## src/rtl/mmu_pkg.sv

```systemverilog
package mmu_pkg;
  typedef enum logic [1:0] {
    ACC_READ  = 2'd0,
    ACC_WRITE = 2'd1,
    ACC_FETCH = 2'd2,
    ACC_RSVD  = 2'd3
  } acc_t;

  typedef enum logic {
    FLT_PAGE = 1'b0,
    FLT_PROT = 1'b1
  } flt_t;

  // permission triple as it sits above the valid bit in an entry
  typedef struct packed {
    logic x;
    logic w;
    logic r;
  } perm_t;

  typedef enum logic [2:0] {
    ST_IDLE, ST_LOOKUP, ST_WALK, ST_ACCESS, ST_FAULT
  } st_t;
endpackage

```

## src/rtl/mmu_perm.sv

```systemverilog
module mmu_perm
  import mmu_pkg::*;
(
  input  acc_t  acc,
  input  perm_t perm,
  output logic  allow
);
  always_comb begin
    unique case (acc)
      ACC_READ:  allow = perm.r;
      ACC_WRITE: allow = perm.w;
      ACC_FETCH: allow = perm.x;
      default:   allow = 1'b0;
    endcase
  end
endmodule

```

## src/rtl/mmu_tlb.sv

```systemverilog
module mmu_tlb
  import mmu_pkg::*;
#(
  parameter int ENTRIES = 4,
  parameter int VPN_W   = 8,
  parameter int PPN_W   = 6
) (
  input  logic             clk,
  input  logic             rst_n,
  input  logic             flush,
  input  logic [VPN_W-1:0] probe_vpn,
  output logic             hit,
  output logic [PPN_W-1:0] hit_ppn,
  output perm_t            hit_perm,
  input  logic             fill_en,
  input  logic [VPN_W-1:0] fill_vpn,
  input  logic [PPN_W-1:0] fill_ppn,
  input  perm_t            fill_perm
);
  localparam int PTR_W = (ENTRIES > 1) ? $clog2(ENTRIES) : 1;

  logic [ENTRIES-1:0] ent_v;
  logic [ENTRIES-1:0] match;
  logic [VPN_W-1:0]   ent_tag  [ENTRIES];
  logic [PPN_W-1:0]   ent_ppn  [ENTRIES];
  perm_t              ent_perm [ENTRIES];
  logic [PTR_W-1:0]   ptr_q, ptr_d;
  logic               wr_en;

  assign wr_en = fill_en && !flush;

  genvar gi;
  generate
    for (gi = 0; gi < ENTRIES; gi++) begin : g_cmp
      assign match[gi] = ent_v[gi] && (ent_tag[gi] == probe_vpn);
    end
  endgenerate

  always_comb begin
    hit_ppn  = '0;
    hit_perm = '0;
    for (int i = 0; i < ENTRIES; i++) begin
      if (match[i]) begin
        hit_ppn  = hit_ppn | ent_ppn[i];
        hit_perm = hit_perm | ent_perm[i];
      end
    end
  end
  assign hit = |match;

  // round-robin victim pointer, restarts on flush
  always_comb begin
    ptr_d = ptr_q;
    if (flush)
      ptr_d = '0;
    else if (wr_en)
      ptr_d = (ptr_q == PTR_W'(ENTRIES - 1)) ? '0 : ptr_q + 1'b1;
  end

  always_ff @(posedge clk or negedge rst_n) begin
    if (!rst_n) begin
      ptr_q <= '0;
      ent_v <= '0;
    end else begin
      ptr_q <= ptr_d;
      for (int i = 0; i < ENTRIES; i++) begin
        if (flush)
          ent_v[i] <= 1'b0;
        else if (wr_en && (ptr_q == PTR_W'(i)))
          ent_v[i] <= 1'b1;
      end
    end
  end

  always_ff @(posedge clk) begin
    for (int i = 0; i < ENTRIES; i++) begin
      if (wr_en && (ptr_q == PTR_W'(i))) begin
        ent_tag[i]  <= fill_vpn;
        ent_ppn[i]  <= fill_ppn;
        ent_perm[i] <= fill_perm;
      end
    end
  end


  tlb_unique_chk: assert property (@(posedge clk) disable iff (!rst_n)
    $onehot0(match));
endmodule

```

## src/rtl/mmu_xlate.sv

```systemverilog
module mmu_xlate
  import mmu_pkg::*;
#(
  parameter int VA_W        = 14,
  parameter int PA_W        = 12,
  parameter int OFF_W       = 6,
  parameter int DATA_W      = 16,
  parameter int TLB_ENTRIES = 4,
  parameter int PT_BASE     = 'h800,
  parameter int PTE_BYTES   = 2
) (
  input  logic              clk,
  input  logic              rst_n,
  input  logic              tlb_flush,
  input  logic              req_valid,
  output logic              req_ready,
  input  logic [VA_W-1:0]   req_va,
  input  logic [1:0]        req_type,
  input  logic [DATA_W-1:0] req_wdata,
  output logic              rsp_valid,
  output logic [DATA_W-1:0] rsp_rdata,
  output logic              flt_valid,
  output logic              flt_kind,
  output logic [VA_W-1:0]   flt_va,
  output logic [1:0]        flt_type,
  input  logic              flt_ack,
  output logic              mem_valid,
  input  logic              mem_ready,
  output logic [PA_W-1:0]   mem_addr,
  output logic              mem_we,
  output logic [DATA_W-1:0] mem_wdata,
  input  logic [DATA_W-1:0] mem_rdata
);
  localparam int VPN_W = VA_W - OFF_W;
  localparam int PPN_W = PA_W - OFF_W;
  localparam int V_BIT = PPN_W;

  st_t               state_q, state_d;
  logic [VA_W-1:0]   va_q, va_d;
  acc_t              type_q, type_d;
  logic [DATA_W-1:0] wdata_q, wdata_d;
  logic [PPN_W-1:0]  ppn_q, ppn_d;
  flt_t              kind_q, kind_d;
  logic              rsp_q, rsp_d;
  logic [DATA_W-1:0] rdata_q, rdata_d;

  logic [VPN_W-1:0]  vpn;
  logic              tlb_hit;
  logic [PPN_W-1:0]  tlb_ppn;
  perm_t             tlb_perm;
  logic              fill_en;
  logic [PPN_W-1:0]  pte_ppn;
  perm_t             pte_perm;
  logic              pte_v;
  perm_t             chk_perm;
  logic              allow;
  logic [PA_W-1:0]   pte_addr;

  assign vpn      = va_q[VA_W-1:OFF_W];
  assign pte_ppn  = mem_rdata[PPN_W-1:0];
  assign pte_v    = mem_rdata[V_BIT];
  assign pte_perm = perm_t'(mem_rdata[V_BIT+3:V_BIT+1]);
  assign chk_perm = (state_q == ST_WALK) ? pte_perm : tlb_perm;
  assign pte_addr = PA_W'(PT_BASE) + PA_W'(vpn) * PA_W'(PTE_BYTES);

  mmu_tlb #(.ENTRIES(TLB_ENTRIES), .VPN_W(VPN_W), .PPN_W(PPN_W)) u_tlb (
    .clk(clk), .rst_n(rst_n), .flush(tlb_flush),
    .probe_vpn(vpn), .hit(tlb_hit), .hit_ppn(tlb_ppn), .hit_perm(tlb_perm),
    .fill_en(fill_en), .fill_vpn(vpn), .fill_ppn(pte_ppn), .fill_perm(pte_perm)
  );

  mmu_perm u_perm (.acc(type_q), .perm(chk_perm), .allow(allow));

  always_comb begin
    state_d   = state_q;
    va_d      = va_q;
    type_d    = type_q;
    wdata_d   = wdata_q;
    ppn_d     = ppn_q;
    kind_d    = kind_q;
    rsp_d     = 1'b0;
    rdata_d   = rdata_q;
    fill_en   = 1'b0;
    mem_valid = 1'b0;
    mem_addr  = pte_addr;
    mem_we    = 1'b0;
    unique case (state_q)
      ST_IDLE: if (req_valid) begin
        va_d    = req_va;
        type_d  = acc_t'(req_type);
        wdata_d = req_wdata;
        state_d = ST_LOOKUP;
      end
      ST_LOOKUP: begin
        if (!tlb_hit) begin
          state_d = ST_WALK;
        end else if (allow) begin
          ppn_d   = tlb_ppn;
          state_d = ST_ACCESS;
        end else begin
          kind_d  = FLT_PROT;
          state_d = ST_FAULT;
        end
      end
      ST_WALK: begin
        mem_valid = 1'b1;
        if (mem_ready) begin
          if (!pte_v) begin
            kind_d  = FLT_PAGE;
            state_d = ST_FAULT;
          end else begin
            fill_en = 1'b1;
            ppn_d   = pte_ppn;
            kind_d  = FLT_PROT;
            state_d = allow ? ST_ACCESS : ST_FAULT;
          end
        end
      end
      ST_ACCESS: begin
        mem_valid = 1'b1;
        mem_addr  = {ppn_q, va_q[OFF_W-1:0]};
        mem_we    = (type_q == ACC_WRITE);
        if (mem_ready) begin
          rsp_d   = 1'b1;
          rdata_d = mem_rdata;
          state_d = ST_IDLE;
        end
      end
      ST_FAULT: if (flt_ack) state_d = ST_IDLE;
      default: state_d = ST_IDLE;
    endcase
  end

  always_ff @(posedge clk or negedge rst_n) begin
    if (!rst_n) begin
      state_q <= ST_IDLE;
      rsp_q   <= 1'b0;
    end else begin
      state_q <= state_d;
      rsp_q   <= rsp_d;
    end
  end

  always_ff @(posedge clk) begin
    va_q    <= va_d;
    type_q  <= type_d;
    wdata_q <= wdata_d;
    ppn_q   <= ppn_d;
    kind_q  <= kind_d;
    rdata_q <= rdata_d;
  end

  assign req_ready = (state_q == ST_IDLE);
  assign rsp_valid = rsp_q;
  assign rsp_rdata = rdata_q;
  assign flt_valid = (state_q == ST_FAULT);
  assign flt_kind  = kind_q;
  assign flt_va    = va_q;
  assign flt_type  = type_q;
  assign mem_wdata = wdata_q;


  mem_hold_chk: assert property (@(posedge clk) disable iff (!rst_n)
    mem_valid && !mem_ready |=> mem_valid && $stable(mem_addr) && $stable(mem_we));

  flt_hold_chk: assert property (@(posedge clk) disable iff (!rst_n)
    flt_valid && !flt_ack |=> flt_valid && $stable(flt_va) && $stable(flt_kind) && $stable(flt_type));

  flt_quiet_chk: assert property (@(posedge clk) disable iff (!rst_n)
    flt_valid |-> !mem_valid && !req_ready && !rsp_valid);

  rsp_src_chk: assert property (@(posedge clk) disable iff (!rst_n)
    rsp_valid |-> $past(mem_valid && mem_ready));

  busy_chk: assert property (@(posedge clk) disable iff (!rst_n)
    req_ready && req_valid |=> !req_ready);
endmodule

```

## config.mk

```make
export PLATFORM = sky130hd
export DESIGN_NAME = mmu_xlate
export DESIGN_NICKNAME = d
export VERILOG_FILES = /design/src/rtl/mmu_pkg.sv /design/src/rtl/mmu_perm.sv /design/src/rtl/mmu_tlb.sv /design/src/rtl/mmu_xlate.sv
export SDC_FILE = /design/constraint.sdc
export NUM_CORES = 1
export LEC_CHECK = 0
export ABC_AREA = 1
export CORE_MARGIN = 2
export CORE_UTILIZATION = 40
export CTS_BUF_LIST = sky130_fd_sc_hd__clkbuf_8
export DETAILED_ROUTE_END_ITERATION = 7
export PLACE_DENSITY = 0.65
export SLEW_MARGIN = 25
export SYNTH_ARGS = -nofsm -noshare
export SYNTH_HDL_FRONTEND = slang
export SYNTH_SLANG_ARGS = --single-unit
```

## constraint.sdc

```tcl
create_clock -name clk -period 3.4 [get_ports clk]
set_input_delay 0.68 -clock clk [delete_from_list [all_inputs] [get_ports clk]]
set_output_delay 0.68 -clock clk [all_outputs]
set_load 0.01 [all_outputs]
```

==> flow_summary.ini, run 1 <==
[timing]
max_freq_mhz = 328.6
period_needed_ns = 3.043
finClkSkew_ns = 0.01357
setup_tns_ns = 0
holdWs_ns = 0.5473
tightest_slew_ns = 0.7318
setup_viol = 0
maxSlewViolCount = 0
max-slew-margin-rel_pct = 51.16
hold_violations = 0
fin_crit_sh_pct = 89.50
rsz0062_at_grt = no

[worst_setup_path]
cp_num_buf_inv = 5
crit_cells = 8
crit_family = buffers and inverters
crit_path_max_incr_delay_ns = 0.48
r2r.worst_path.cells = 12
cp.arrival_ns = 2.36
critPathMaxFanout = 18
required_ns = 2.72
worst_setup_path_start_kind = flip-flop
endpoint_kind = output pin
critPathKind = reg2out
crit_path_cell_trace = inv_2 -> nor2_2 -> inv_2 -> nor2_2 -> buf_4 -> inv_1 -> or2_2 -> clkdlybuf4s50_1
cp_slowest_cell = clkdlybuf4s50_1

[finish]
layout_common_cells = edfxtp_1, clkdlybuf4s50_1, nand2_1
num_antenna_cells = 0
multi_input_area_um2 = 1341
area_delta_synth_final_pct = 32.76
n_fill_cell = 1155
drive_gt1_share_pct = 13.04
layout_commonest_cell = edfxtp_1
nets = 651
seq_area_um2 = 3944

[logic_synthesis]
synth_area_um2 = 5538
synth_seq_cells = 133
ys_seq_area_share_pct = 71.22
synth_area_leaders = edfxtp_1, nand2_1, dfrtp_1
async_flop_share_pct = 7.519
synth_warnings = 0
synth_edf_count = 123
synth_cell_types = 40
syn_area_per_cell_um2 = 12.25
ys.flop_type = edfxtp_1
synth_cells = 452
synth_top_cell_by_area = edfxtp_1
synth_nets = 510
synth_top_area_share_pct = 66.70

[die]
initial_core_util_pct = 41.33
die_w_um = 121.7
io_pins = 120
die_h_um = 121.7
core_um2 = 13400
dieArea_um2 = 14800
placementRows = 42

[route]
first_pass_iters = 5
drtIter0Drc = 319
vias = 3717
wl_per_cell_um = 15.88
wl_um = 12420
drc = 0
postRouteAntennaNets = 0
via_per_inst = 4.753

[clock_tree]
cts_hold_buf = 0
h-tree-depth = 4
clk_pin_slew_ns = 0.07
root_buffer = clkbuf_8
clockBufferDepth = 2
cts.sinks = 133
cts-buffers-inserted = 17
postCtsSetupBuffers = 0
cts.repair.resized = 0
tritoncts = done
clock_latency_ns = 0.44

[global_route]
antenna_found_initial = 0
overflow = 0
grt_usage_pct = 17.64
grt_max_degree = 33
grt_pass1_wl_um = 19750
grt_pass1_vias = 3969

[job]
cap_viol_max_count = 0

[outcome]
status = finished, final reports clean

[power]
p_leak_uw = 0.002841
power_density_nw_per_um2 = 609.5
ir_drop_mv = 0.3705

[min_path]
whs_path_depth = 2
hp-class = reg2reg

[place]
port_buffers = 119
gp_congestion = 0.8249
dp_hpwl_um = 8772
final cells by class:
class                           instances  area share (%)
Sequential cell                       133           53.64
Multi-Input combinational cell        251           18.24
Timing Repair Buffer                  125           16.81
Inverter                               65           3.336
Clock buffer                           17           3.182
Tap cell                              176           2.995
Clock inverter                         15           1.787
flip-flops by register name, indices dropped and copies added, names as in the netlist:
register and flops:
state_q 3, u_tlb.ent_v 4, u_tlb.ent_perm 12, mem_wdata 16
flt_va 14, rsp_rdata 16, rsp_valid 1, flt_type 2
u_tlb.ptr_q 2, ppn_q 6, u_tlb.ent_tag 32, flt_kind 1
u_tlb.ent_ppn 24
power breakdown:
part	internal (uW)	switching, uW
Sequential	2020	125
Clock	579	641
Combinational	478	636
Total	3080	1400
worst paths after layout:
| check | slack [ns] | endpoint | from |
|---|---|---|---|
| worst min-delay path | 0.55 | u_tlb.ent_v[3]$_DFFE_PN0P_ | u_tlb.ent_v[3]$_DFFE_PN0P_ |
| worst max-delay path | 0.36 | mem_addr[11] | state_q[1]$_DFFE_PN0P_ |
| worst min register to register | 0.55 | u_tlb.ent_v[3]$_DFFE_PN0P_ | u_tlb.ent_v[3]$_DFFE_PN0P_ |
| min in group asynchronous | 0.57 | rsp_valid$_DFF_PN0_ | rst_n |
| worst max register to register | 0.77 | ppn_q[2]$_DFFE_PP_ | flt_va[7]$_DFFE_PP_ |
| max in group asynchronous | 2.50 | state_q[0]$_DFFE_PN0P_ | rst_n |
cell usage after synthesis, types with 2 or more instances:
cell,number
edfxtp_1,123
nand2_1,103
inv_1,54
nor2_1,37
nand3_1,24
o21ai_0,19
dfrtp_1,10
inv_2,10
nor2_2,6
nand3_2,5
xor2_1,5
ha_1,4
nand2_2,4
a211oi_1,3
a21oi_1,3
a31oi_1,3
a41oi_1,3
nand4_1,3
nor3_1,3
nor3_4,3
clkbuf_1,2
nor2_8,2
nor4_1,2
o21ai_1,2
o21ai_2,2
o21bai_1,2
o22ai_1,2
metrics by stage:
step / utilization [%] / cells / setup slack [ns] / area [um^2] / total power (uW)
2_1_floorplan: - / 452 / 0.7340 / 5538 / 2728
3_3_place_gp: 52.14 / 750 / 0.7061 / 6987 / 3283
3_5_place_dp: 52.14 / 750 / 0.6540 / 6987 / 3314
4_1_cts: 54.86 / 782 / 0.3403 / 7352 / 4527
5_1_grt: 54.86 / 782 / 0.1848 / 7352 / 4710
6_report: 54.86 / 782 / 0.3568 / 7352 / 4481
per-layer routing:
| layer | track usage (%) | vias up | part of all wire (%) |
|---|---|---|---|
| li1 | - | 1822 | - |
| met3 | 5.478 | 12 | 6.1 |
| met1 | 22.13 | 1759 | 43 |
| met4 | 5.675 | 0 | 1.2 |
| met5 | 0 | - | 0 |
| met2 | 29.32 | 124 | 49 |
tightest hold or removal path, stage by stage, from the launching register on:
cell	delay (ns)
dfrtp_1	0.36
inv_1	0.07
o22ai_1	0.08
logic make-up after synthesis:
logic type                 Yosys count  synth area share, %
DFF                                133                71.22
buffers and inverters               68                4.700
and+or+nand+nor                    197                17.06
xor gates and xnor gates             7                1.243
AOI/OAI and AO/OA                   43                4.880
adders and majority gates            4               0.9038
Note: power is estimated with default switching activity, not from simulation.
==> inputs of run 2 (changes only) <==
--- a/config.mk
+++ b/config.mk
@@ -11,6 +11,7 @@
 export CTS_BUF_LIST = sky130_fd_sc_hd__clkbuf_8
 export DETAILED_ROUTE_END_ITERATION = 7
 export PLACE_DENSITY = 0.65
+export SKIP_LAST_GASP = 1
 export SLEW_MARGIN = 25
 export SYNTH_ARGS = -nofsm -noshare
 export SYNTH_HDL_FRONTEND = slang
==> results of run 2 <==
Same layout as run 1: the final DEF is identical, and so are final timing and power.
==> inputs of run 3 (changes only) <==
--- a/config.mk
+++ b/config.mk
@@ -8,7 +8,6 @@
 export ABC_AREA = 1
 export CORE_MARGIN = 2
 export CORE_UTILIZATION = 40
-export CTS_BUF_LIST = sky130_fd_sc_hd__clkbuf_8
 export DETAILED_ROUTE_END_ITERATION = 7
 export PLACE_DENSITY = 0.65
 export SKIP_LAST_GASP = 1
==> flow_summary.ini, run 3 (synthesized netlist as in run 1, its figures left out) <==
[timing]
max-slew-margin-rel_pct = 52.38
period_needed_ns = 3.018
holdWs_ns = 0.5459
setup_viol = 0
finClkSkew_ns = 0.008431
setup_tns_ns = 0
max_freq_mhz = 331.3
rsz0062_at_grt = no
hold_violations = 0
fin_crit_sh_pct = 88.77
tightest_slew_ns = 0.7134
maxSlewViolCount = 0

[worst_setup_path]
worst_setup_path_start_kind = flip-flop
r2r.worst_path.cells = 10
r2r-start = flt_va[7]$_DFFE_PP_
critPathMaxFanout = 18
worst-r2r-setup-slack_ns = 0.83
critPathKind = reg2out
critPathLaunch = state_q[1]$_DFFE_PN0P_
cp.arrival_ns = 2.34
r2r_end = ppn_q[2]$_DFFE_PP_
endpoint_kind = output pin
endpoint = mem_addr[11]
required_ns = 2.72

[finish]
stdcell_count = 782
largest_register_ffs = 32
regMostFlops = u_tlb.ent_tag
area_delta_synth_final_pct = 36.22
layout_commonest_cell = edfxtp_1
n_fill_cell = 1131
layout_common_cells = edfxtp_1, clkdlybuf4s50_1, nand2_1
nets = 651
num_antenna_cells = 0
biggestRegsByFlops = u_tlb.ent_tag (32), u_tlb.ent_ppn (24)
drive_gt1_share_pct = 13.04

[global_route]
grt_pass1_vias = 3906
antenna_found_initial = 0
overflow = 0
grt_pass1_wl_um = 19930
grt_max_degree = 33
grt_usage_pct = 18.01

[power]
switchingPower_uw = 1462
p_comb_share_pct = 22.4
ir_drop_mv = 0.3692
p_int_uw = 3509
seqPwrFrac_pct = 43.3
swShare_pct = 29.41
power_density_nw_per_um2 = 659.1
p_clk_share_pct = 34.3
p_leak_uw = 0.002929

[die]
die_w_um = 121.7
io_pins = 120
initial_core_util_pct = 41.33
placementRows = 42
core_um2 = 13400
dieArea_um2 = 14800
die_h_um = 121.7

[route]
drtIter0Drc = 337
drc = 0
first_pass_iters = 5
via_per_inst = 4.730
wl_um = 12440
wl_per_cell_um = 15.91
vias = 3699
postRouteAntennaNets = 0

[clock_tree]
clk_pin_slew_ns = 0.05
clockBufferDepth = 2
postCtsSetupBuffers = 0
h-tree-depth = 4
cts.repair.resized = 0
cts.sinks = 133
cts_hold_buf = 0
root_buffer = clkbuf_16
cts-buffers-inserted = 17
tritoncts = done
clock_latency_ns = 0.42

[place]
gp_congestion = 0.8249
port_buffers = 119
dp_hpwl_um = 8772
dp.cells = 750

[min_path]
hp-class = reg2reg

[outcome]
status = finished, final reports clean

[job]
cap_viol_max_count = 0
[run 3: power by group through the flow]
stage / sequential [uW] / combinational, uW / clock [uW]
after floorplan: 2200 / 525 / 0
after global placement: 2180 / 1100 / 0
after detailed placement: 2190 / 1120 / 0
after CTS: 2160 / 1130 / 1730
after global routing: 2180 / 1230 / 1810
final: 2150 / 1110 / 1710
[run 3: cell type report]
cell class | count | area, um^2 | area share [%]
timing repair buffer | 125 | 1236 | 16.39
tap | 176 | 220.2 | 2.919
clock buffer | 17 | 425.4 | 5.639
clock inverter | 15 | 131.4 | 1.742
multi-input combinational | 251 | 1341 | 17.78
inverter | 65 | 245.2 | 3.251
sequential | 133 | 3944 | 52.28
[run 3: metal layers]
layer / track usage [%] / wire length, um / vias up
li1: - / - / 1822
met1: 22.58 / 5378 / 1754
met4: 6.034 / 187 / 0
met2: 29.53 / 6137 / 106
met5: 0 / 0 / -
met3: 5.993 / 739 / 17
[run 3: worst min-delay path by stage]
stage,startpoint,cells after the start,slack (ns),end
detailed placement,u_tlb.ent_v[3]$_DFFE_PN0P_,2,0.54,u_tlb.ent_v[3]$_DFFE_PN0P_
global route,u_tlb.ent_v[3]$_DFFE_PN0P_,2,0.59,u_tlb.ent_v[3]$_DFFE_PN0P_
CTS,u_tlb.ent_v[3]$_DFFE_PN0P_,2,0.55,u_tlb.ent_v[3]$_DFFE_PN0P_
floorplan,rst_n,0,0.38,rsp_valid$_DFF_PN0_
global placement,u_tlb.ent_v[2]$_DFFE_PN0P_,2,0.53,u_tlb.ent_v[2]$_DFFE_PN0P_
finish,u_tlb.ent_v[3]$_DFFE_PN0P_,2,0.55,u_tlb.ent_v[3]$_DFFE_PN0P_
[run 3: metrics by stage]
| stage | setup WS (ns) | instance area [um^2] | util, % | total power (uW) |
|---|---|---|---|---|
| after floorplan | 0.7340 | 5538 | - | 2728 |
| after global placement | 0.7061 | 6987 | 52.14 | 3283 |
| after detailed placement | 0.6540 | 6987 | 52.14 | 3314 |
| after CTS | 0.3679 | 7543 | 56.29 | 5022 |
| after global routing | 0.2112 | 7543 | 56.29 | 5214 |
| final | 0.3817 | 7543 | 56.29 | 4972 |
[run 3: worst max-delay path: stages, from the launching register on]
cell and delay (ns):
dfrtp_1 0.39, inv_2 0.05, nor2_2 0.11, inv_2 0.10
nor2_2 0.08, buf_4 0.21, inv_1 0.19, or2_2 0.31
clkdlybuf4s50_1 0.48
